[src/rtl/prescaler_pkg.sv]
`timescale 1ns/1ps
package prescaler_pkg;
  // Strobes from the phase control to the datapath.
  typedef struct packed {
    logic startPeriod;  // begin a new high phase and latch the ratio
    logic dropHigh;     // last high cycle: the output falls at this edge
  } phaseCtl_t;
endpackage

[src/rtl/prescaler_datapath.sv]
`timescale 1ns/1ps
module prescaler_datapath
  import prescaler_pkg::*;
#(
  parameter int BASE_RATIO = 64,
  parameter int CW = 8
) (
  input  logic          clk,
  input  logic          rst,
  input  logic          rangeSel,
  input  logic          modCtl,
  input  phaseCtl_t     ctl,
  output logic [CW-1:0] cnt,
  output logic [CW-1:0] highLen,
  output logic [CW-1:0] periodLen,
  output logic          running,
  output logic          divOut,
  output logic          periodStrobe
);
  localparam logic [CW-1:0] HALF_SHORT = CW'(BASE_RATIO / 2);
  localparam logic [CW-1:0] HALF_LONG  = CW'(BASE_RATIO);

  logic [CW-1:0] nextHalf;
  logic [CW-1:0] nextHigh;
  logic [CW-1:0] nextPeriod;

  // The ratio for the coming period comes from the live control inputs.
  // It is taken into the registers only when a period starts.
  always_comb begin
    nextHalf   = rangeSel ? HALF_SHORT : HALF_LONG;
    nextHigh   = nextHalf + {{(CW-1){1'b0}}, ~modCtl};
    nextPeriod = nextHalf + nextHigh;
  end

  always_ff @(posedge clk) begin
    if (rst) begin
      cnt          <= '0;
      highLen      <= HALF_SHORT;
      periodLen    <= HALF_SHORT + HALF_SHORT;
      running      <= 1'b0;
      divOut       <= 1'b0;
      periodStrobe <= 1'b0;
    end else begin
      running      <= 1'b1;
      periodStrobe <= ctl.startPeriod;
      if (ctl.startPeriod) begin
        cnt       <= '0;
        divOut    <= 1'b1;
        highLen   <= nextHigh;
        periodLen <= nextPeriod;
      end else begin
        cnt <= cnt + 1'b1;
        if (ctl.dropHigh) divOut <= 1'b0;
      end
    end
  end

  // reset clears the output and the strobe.
  a_r1_reset_quiet: assert property (@(posedge clk)
    rst |=> (!divOut && !periodStrobe));

  // the strobe only marks high cycles.
  a_r8_strobe_in_high: assert property (@(posedge clk) disable iff (rst)
    periodStrobe |-> divOut);

  // every rise of the output carries the strobe.
  a_r8_rise_marked: assert property (@(posedge clk) disable iff (rst)
    $rose(divOut) |-> periodStrobe);

  // the latched ratio only moves where a period starts.
  a_r7_ratio_held: assert property (@(posedge clk) disable iff (rst)
    !periodStrobe |-> ($stable(highLen) && $stable(periodLen)));

  // the output falls after exactly the latched number of high cycles.
  a_r4_high_length: assert property (@(posedge clk) disable iff (rst)
    $fell(divOut) |-> (cnt == highLen));
endmodule

[src/rtl/prescaler_control.sv]
`timescale 1ns/1ps
module prescaler_control
  import prescaler_pkg::*;
#(
  parameter int CW = 8
) (
  input  logic          clk,
  input  logic          rst,
  input  logic [CW-1:0] cnt,
  input  logic [CW-1:0] highLen,
  input  logic [CW-1:0] periodLen,
  input  logic          running,
  output phaseCtl_t     ctl
);
  // A new period starts right after reset and when the counter reaches
  // the last cycle of the latched period.
  always_comb begin
    ctl.startPeriod = !running || (cnt == periodLen - CW'(1));
    ctl.dropHigh    = running && (cnt == highLen - CW'(1));
  end

  // period starts never land on consecutive cycles.
  a_r8_single_start: assert property (@(posedge clk) disable iff (rst)
    ctl.startPeriod |=> !ctl.startPeriod);

  // the counter stays inside the latched period.
  a_r3_no_overrun: assert property (@(posedge clk) disable iff (rst)
    running |-> (cnt < periodLen));
endmodule

[src/rtl/dual_modulus_prescaler.sv]
`timescale 1ns/1ps
module dual_modulus_prescaler
  import prescaler_pkg::*;
#(
  parameter int BASE_RATIO = 64
) (
  input  logic clk,
  input  logic rst,
  input  logic rangeSel,
  input  logic modCtl,
  output logic divOut,
  output logic periodStrobe
);
  localparam int CW = $clog2(2 * BASE_RATIO + 2);

  phaseCtl_t     ctl;
  logic [CW-1:0] cnt;
  logic [CW-1:0] highLen;
  logic [CW-1:0] periodLen;
  logic          running;

  prescaler_control #(.CW(CW)) i_control (
    .clk       (clk),
    .rst       (rst),
    .cnt       (cnt),
    .highLen   (highLen),
    .periodLen (periodLen),
    .running   (running),
    .ctl       (ctl)
  );

  prescaler_datapath #(.BASE_RATIO(BASE_RATIO), .CW(CW)) i_datapath (
    .clk          (clk),
    .rst          (rst),
    .rangeSel     (rangeSel),
    .modCtl       (modCtl),
    .ctl          (ctl),
    .cnt          (cnt),
    .highLen      (highLen),
    .periodLen    (periodLen),
    .running      (running),
    .divOut       (divOut),
    .periodStrobe (periodStrobe)
  );
endmodule

[config.mk]
export PLATFORM = sky130hd
export DESIGN_NAME = dual_modulus_prescaler
export DESIGN_NICKNAME = d
export VERILOG_FILES = /design/src/rtl/prescaler_pkg.sv /design/src/rtl/prescaler_datapath.sv /design/src/rtl/prescaler_control.sv /design/src/rtl/dual_modulus_prescaler.sv
export SDC_FILE = /design/constraint.sdc
export NUM_CORES = 1
export LEC_CHECK = 0
export BUFFER_PORTS_ARGS = -buffer_cell sky130_fd_sc_hd__buf_2
export CAP_MARGIN = 5
export CORE_ASPECT_RATIO = 1.75
export CORE_MARGIN = 4
export CORE_UTILIZATION = 45
export CTS_CLUSTER_DIAMETER = 200
export DETAILED_ROUTE_END_ITERATION = 8
export GPL_ROUTABILITY_DRIVEN = 0
export GPL_TIMING_DRIVEN = 0
export PLACE_DENSITY = 0.74
export SLEW_MARGIN = 10
export SYNTH_ARGS = -nofsm -noshare
export SYNTH_HDL_FRONTEND = slang
export SYNTH_HIERARCHICAL = 1
export SYNTH_SLANG_ARGS = --single-unit
[constraint.sdc]
create_clock -name clk -period 2.5 [get_ports clk]
set_input_delay 0.375 -clock clk [delete_from_list [all_inputs] [get_ports clk]]
set_output_delay 0.375 -clock clk [all_outputs]
set_load 0.005 [all_outputs]
# Word-level counts from Yosys, hierarchy flattened
# Cells that the tools add are included.
# word_totals
ram_bits	0
ff_bits	27
n_memories	0
out_inout_bits	2
word_cells	23
latch_bits	0
rom_bits	0
input_bits	4
# classes
n_mux	4
n_shift	0
multipliers	0
order_cmp	0
reduce_logical	5
eq_ne	2
div_mod_pow	0
n_bitwise	1
n_addsub	5
# ops
op	n
8-bit equality test	2
8-bit by 1-bit subtractor with 8-bit output, second input constant	2
8-bit by 1-bit adder with 8-bit output	1
8-bit by 1-bit adder with 8-bit output, second input constant	1
8-bit adder	1
7-bit two-way mux	1
1-bit two-way mux	3
2-bit nonzero test	1
2-bit OR reduction	1
1-bit logical AND	1
1-bit logical NOT	1
1-bit logical OR	1
1-bit NOT	1

# Longest topological paths before layout
# Gate-level depths: netlist (run 1).
# depth
word_depth	5
depth_mapped	11
mapped_depth_nobuf	10

# By module
# Netlist (run 1), hierarchy kept.
# by_module_without_submodules
mod	n_inst	area_each_um2	seq_area_each_um2	cells_per_inst
prescaler_datapath	1	601.8	280.3	67
prescaler_control	1	488.0	0.0	66

# Least setup slack after synthesis (run 1)
# OpenSTA, ideal clock, no wires.
# synth_path
path_kind	reg2reg
startpoint	register, netlist name i_datapath/highLen[0]
endpoint	register i_datapath.cnt[2]
t_arrival_ns	2.371
synth_period_minus_slack_ns	2.495
stages_incl_launch_ff	10
slack_ns	0.005
required_ns	2.376
setup_ns	0.124
cell_sequence	dfxtp_1 buf_4 inv_1 ha_1 xor2_1 nand3_1 o41ai_1 or2_2 clkbuf_1 nor2_1
# synth_rtl
element	line_no	text
end signal: assignment	prescaler_datapath.sv:52	cnt <= cnt + 1'b1;
end: declaration	prescaler_datapath.sv:13	output logic [CW-1:0] cnt,

==> results of run 1 <==
==> metrics by stage <==
stage | cell area, um^2 | power, mW | TNS, ns | hold slack (ns)
after floorplan | 1120 | 0.326 | 0 | 0.444
after global placement | 1180 | 0.340 | -3.55 | 0.472
after detailed placement | 1180 | 0.344 | -4.31 | 0.488
after CTS | 1260 | 0.564 | 0 | 0.310
after global routing | 1270 | 0.595 | 0 | 0.333
final | 1270 | 0.561 | 0 | 0.317
==> critical path, cell delays in order, from the launching register on <==
cell and delay [ns]:
dfxtp_1 0.38, buf_4 0.19, nor4b_4 0.31, mux2_2 0.38, a211oi_2 0.23, o41ai_4 0.12, or2_2 0.30, clkbuf_1 0.18
a21oi_1 0.17
==> area by class of cell <==
type	instances	area (um^2)	area share, %
Tap cell	25	31.3	2.47
Multi-Input combinational cell	107	739	58.4
Clock buffer	4	55.1	4.35
Buffer	14	101	8.00
Inverter	7	26.3	2.08
Sequential cell	14	280	22.1
Timing Repair Buffer	6	32.5	2.57
==> cells in the mapped netlist <==
cell	n	area (um^2)
a211oi_1	2	15.0
a21oi_1	6	30.0
a21oi_2	1	8.76
a221o_1	1	10.0
a311oi_1	1	8.76
a32o_1	1	10.0
a41oi_1	1	8.76
and2_1	1	6.26
and3_1	2	12.5
buf_4	13	97.6
clkbuf_1	1	3.75
conb_1	1	3.75
dfxtp_1	14	280
ha_1	3	37.5
inv_1	7	26.3
mux2_2	2	22.5
nand2_1	5	18.8
nand2b_1	4	25.0
nand3_1	4	20.0
nand3_2	1	10.0
nand3b_1	2	15.0
nand4_1	1	6.26
nor2_1	13	48.8
nor2b_1	2	12.5
nor3_1	4	20.0
nor3b_1	1	7.51
nor4_1	3	18.8
nor4b_4	1	23.8
o2111ai_1	1	8.76
o21ai_0	6	30.0
o41ai_1	1	8.76
or2_2	1	6.26
or3_1	3	18.8
xnor2_1	10	87.6
xor2_1	12	105
xor2_2	1	16.3
==> kinds of logic (layout without fill, tap and decap cells) <==
| group | after synthesis | count (layout) | synth area share [%] |
|---|---|---|---|
| AOI/OAI and AO/OA | 21 | 21 | 12.7 |
| xor gates and xnor gates | 23 | 23 | 19.2 |
| adders and majority gates | 3 | 3 | 3.44 |
| buffers and inverters | 21 | 31 | 11.7 |
| DFF | 14 | 14 | 25.7 |
| muxes | 2 | 2 | 2.07 |
| other | 1 | 10 | 0.344 |
| and+or+nand+nor | 48 | 48 | 24.8 |
==> sequential cells by signal (all words and copies together) (netlist names) <==
register                 flops
i_datapath/periodLen         1
i_datapath/periodStrobe      1
i_datapath/cnt               8
i_datapath/running           1
i_datapath/divOut            1
i_datapath/highLen           2
==> power breakdown <==
group,switching (mW),internal (mW)
clock,0.0728,0.139
combinational,0.0549,0.0546
sequential,0.00904,0.231
total,0.137,0.424
==> timing repair <==
action                                  CTS  global route
setup buffers                             0             1
endpoints found under the setup margin   13             7
pin swaps                                 0             1
resized for setup                         3             0
==> per-layer routing <==
metal / vias to the layer above / global-route usage, % / part of all wire (%)
met4: 0 / 5.86 / 0.85
met3: 2 / 2.22 / 1.7
met2: 12 / 30.9 / 58
met1: 433 / 15.7 / 40
met5: - / 0 / 0
li1: 477 / - / -
==> worst max path at each step <==
stage / startpoint / endpoint / cells after the start
floorplan: i_datapath/highLen[0] / i_datapath/cnt[2] / 9
global placement: i_datapath/highLen[0] / i_datapath/cnt[2] / 9
detailed placement: i_datapath/highLen[0] / i_datapath/cnt[4] / 9
CTS: i_datapath/highLen[0] / i_datapath/cnt[4] / 9
global route: i_datapath/highLen[0] / i_datapath/cnt[3] / 9
finish: i_datapath/highLen[0] / i_datapath/cnt[6] / 8
==> results.txt, run 1 <==
CTS Buffer Depth: 2
Crit end category: register
Global-route wire length before repair: 3.96 mm
Filler instances: 225
Unrepaired setup endpoints after global routing: false
Die H: 73.1 um
Ys Warns: 6
Cells after DPL: 172
Hold Path Origin: modCtl
Distinct cells, synth: 36
Sequential-to-total area share from yosys stat: 25.7%
Die width: 45.2 um
Number of port buffers: 5
Root Driver: clkbuf_8
Fmax: 428 MHz
Initial DRC Count: 33
Core area: 2300 um^2
Initial Utilization: 47.3%
Total grt overflow: 0
DRC Markers: 0
Syn avg cell area: 8.19 um^2
WHS Endpoint: i_datapath/highLen[0]
R2r setup slk: 0.16 ns
Crit share post-route: 93.5%
Core Util, Final: 55.0%
CP Class: reg2reg
Hold_buf cts: 0
Row count: 23
Post-Route WL: 2.22 mm
Non-Filler Instances: 177
Synth Cell Area: 1090 um^2
Post-DP HPWL: 1.74 mm
Share of layout cells above drive strength 1: 21.1%
Final min period: 2.34 ns
Outcome: completed
Final Net Count: 160
R2R depth: 8
Level count of the clock H-tree: 1
Via/cell ratio: 5.22
Worst Path Max Fanout: 7
I/O pin count: 6
Seq cells post-synth: 14
Total track usage: 15.8%
Leakage: 0.516 nW
Ant diodes: 0
Final setup vio count: 0
R2r startpoint: i_datapath/highLen[0]
Gate Count Post-Synth: 133
Hold Crit Class: in2reg
Clock Skews: 0.000796 ns
Reg-to-Reg End: i_datapath/cnt[6]
Clk pin slew, worst setup/hold paths: 0.05 ns
Final Slew Violations: 0
Power Dens Cells: 443 nW/um^2
Antenna Nets Post-Route: 0
Largest net degree at the start of global routing: 10
Hold Path Depth: 2
Die ar.: 3300 um^2
Initial antenna violation count: 0
Total CTS buffers: 3
DP Worst Slack: -0.500 ns
Wire length per cell: 12.6 um
Number of max-cap violations: 0
CTS tree: yes
Data required time of the worst path: 2.67 ns
Clk_lat worst skew: 0.24 ns
Via count: 924
WP data arrival: 2.50 ns
Critical path launch point type: register
Fin. Hold Viols: 0
CTS sink cnt: 14
Peak supply drop: 0.000563 V
Most frequent cells in the layout: buf_4, dfxtp_1, nor2_1
Setup WS post-layout: 0.162 ns
Area grow syn2layout: 16.2%
Number of global-route vias before repair: 983
DR pass1 iterations: 4
No activity file was read; power rests on OpenSTA's default activity.
==> inputs of run 2 (changes only) <==
- PLACE_DENSITY: 0.74 -> 0.65
- REMOVE_ABC_BUFFERS: default -> 1
==> results.txt, run 2 (synthesized netlist as in run 1, its figures left out) <==
Number of max-cap violations: 0 (unchanged)
Peak supply drop: 0.000360 V (-36%)
CTS-repair resized insts: 1 (-2)
Crit end category: register
Total CTS buffers: 3 (unchanged)
Largest net degree at the start of global routing: 11 (+1)
Post-Route WL: 2.00 mm (-9.9%)
Slew @ Worst Pin: 0.507 ns
Hold Crit Class: in2reg
I/O pin count: 6 (unchanged)
Wire length per cell: 12.4 um (-0.94%)
Final Power: 0.501 mW (-11%)
CTS tree: yes
Setup TNS: 0 ns (unchanged)
Critical path launch point type: register
Level count of the clock H-tree: 1 (unchanged)
WP data arrival: 2.51 ns (about the same)
Initial DRC Count: 16 (-52%)
Via/cell ratio: 5.27 (+0.90%)
Core area: 2300 um^2 (unchanged)
Clk pin slew, worst setup/hold paths: 0.05 ns (about the same)
Hold_buf cts: 0 (unchanged)
CP Class: reg2reg
DRC Markers: 0 (unchanged)
Worst Path Max Fanout: 10 (+3)
Most frequent cells in the layout: dfxtp_1, nor2_1, xor2_1
Final setup vio count: 0 (unchanged)
Die ar.: 3300 um^2 (unchanged)
CTS sink cnt: 14 (unchanged)
Clock Skews: 0.00172 ns (+0.000920 ns)
Die width: 45.2 um (unchanged)
Number of global-route vias before repair: 827 (-16%)
Worst hold slack: 0.322 ns (+0.00416 ns)
Final min period: 2.34 ns (+0.00433 ns)
Final Slew Violations: 0 (unchanged)
Die H: 73.1 um (unchanged)
Crit share post-route: 93.7% (+0.17 points)
Row count: 23 (unchanged)
Number of port buffers: 5 (unchanged)
Power Dens Cells: 440 nW/um^2 (-0.73%)
Leakage: 0.434 nW (-16%)
Fmax: 427 MHz (-0.18%)
CTS Buffer Depth: 2 (unchanged)
Initial antenna violation count: 0 (unchanged)
Clk_lat worst skew: 0.24 ns (about the same)
Share of layout cells above drive strength 1: 11.8% (-9.3 points)
Area grow syn2layout: 4.48%
Regs by FF count: i_datapath/cnt: 8 flops, i_datapath/highLen: 2 flops
Max FFs per register: 8 (unchanged)
Largest Register: i_datapath/cnt
Final Net Count: 145 (-9.4%)
Antenna Nets Post-Route: 0 (unchanged)
Total track usage: 14.2% (-1.7 points)
Outcome: completed
Global-route wire length before repair: 3.46 mm (-13%)
Filler instances: 237 (+5.3%)
Most common cell after layout, fill and taps aside: dfxtp_1
Total grt overflow: 0 (unchanged)
Unrepaired setup endpoints after global routing: false
Via count: 848 (-8.2%)
Post-DP HPWL: 1.56 mm (-11%)
Slew headroom: 66.1%
Initial Utilization: 47.3% (unchanged)
# Post-CTS Setup Buffers: 0 (unchanged)
Data required time of the worst path: 2.67 ns (about the same)
Root Driver: clkbuf_8
Ant diodes: 0 (unchanged)
Fin. Hold Viols: 0 (unchanged)
DR pass1 iterations: 4 (unchanged)
## run 2: changes by cell type in the layout (fill, tap and decap cells not counted), sizes merged
cell / change
buf: -14
clkbuf: -2
## run 2: layer usage
metal | global-route usage (%) | up-vias | part of all wire [%]
li1 | - | 444 | -
met1 | 13.4 | 395 | 38
met2 | 27.6 | 5 | 59
met4 | 8.47 | 0 | 2.4
met3 | 0.741 | 4 | 0.95
met5 | 0 | - | 0
## run 2: final timing paths
path / slack [ns] / from / depth (start not counted) / end
max: 0.16 / i_datapath/highLen[0] / 6 / i_datapath/cnt[5]
min: 0.32 / modCtl / 2 / i_datapath/highLen[0]
max reg2reg: 0.16 / i_datapath/highLen[0] / 6 / i_datapath/cnt[5]
min reg2reg: 0.48 / i_datapath/divOut / 2 / i_datapath/divOut
## run 2: through the flow
stage / setup WS (ns) / instance area (um^2) / utilization [%] / instances
final: 0.157 / 1140 / 49.5 / 161
after CTS: 0.0317 / 1130 / 49.0 / 161
after detailed placement: -0.380 / 1080 / 46.8 / 158
after global routing: 0.0105 / 1140 / 49.5 / 161
after floorplan: 0.183 / 1020 / - / 128
after global placement: -0.305 / 1080 / 46.8 / 158
## run 2: area by class of cell
type / instances / area, um^2 / area share (%)
Timing Repair Buffer: 5 / 25.0 / 2.20
Multi-Input combinational cell: 107 / 734 / 64.5
Inverter: 7 / 26.3 / 2.31
Sequential cell: 14 / 280 / 24.6
Tap cell: 25 / 31.3 / 2.75
Clock buffer: 3 / 41.3 / 3.63
## run 2: worst max-delay path, stage by stage (launching register included)
cell and delay [ns]:
dfxtp_1 0.44, nor4b_4 0.36, mux2_2 0.37, a211oi_1 0.36, o41ai_4 0.20, or2_2 0.41
a21oi_1 0.14
## run 2: report_power, final
group          switching, mW  internal, mW
Clock                 0.0671         0.106
Combinational         0.0465        0.0392
Sequential            0.0113         0.231
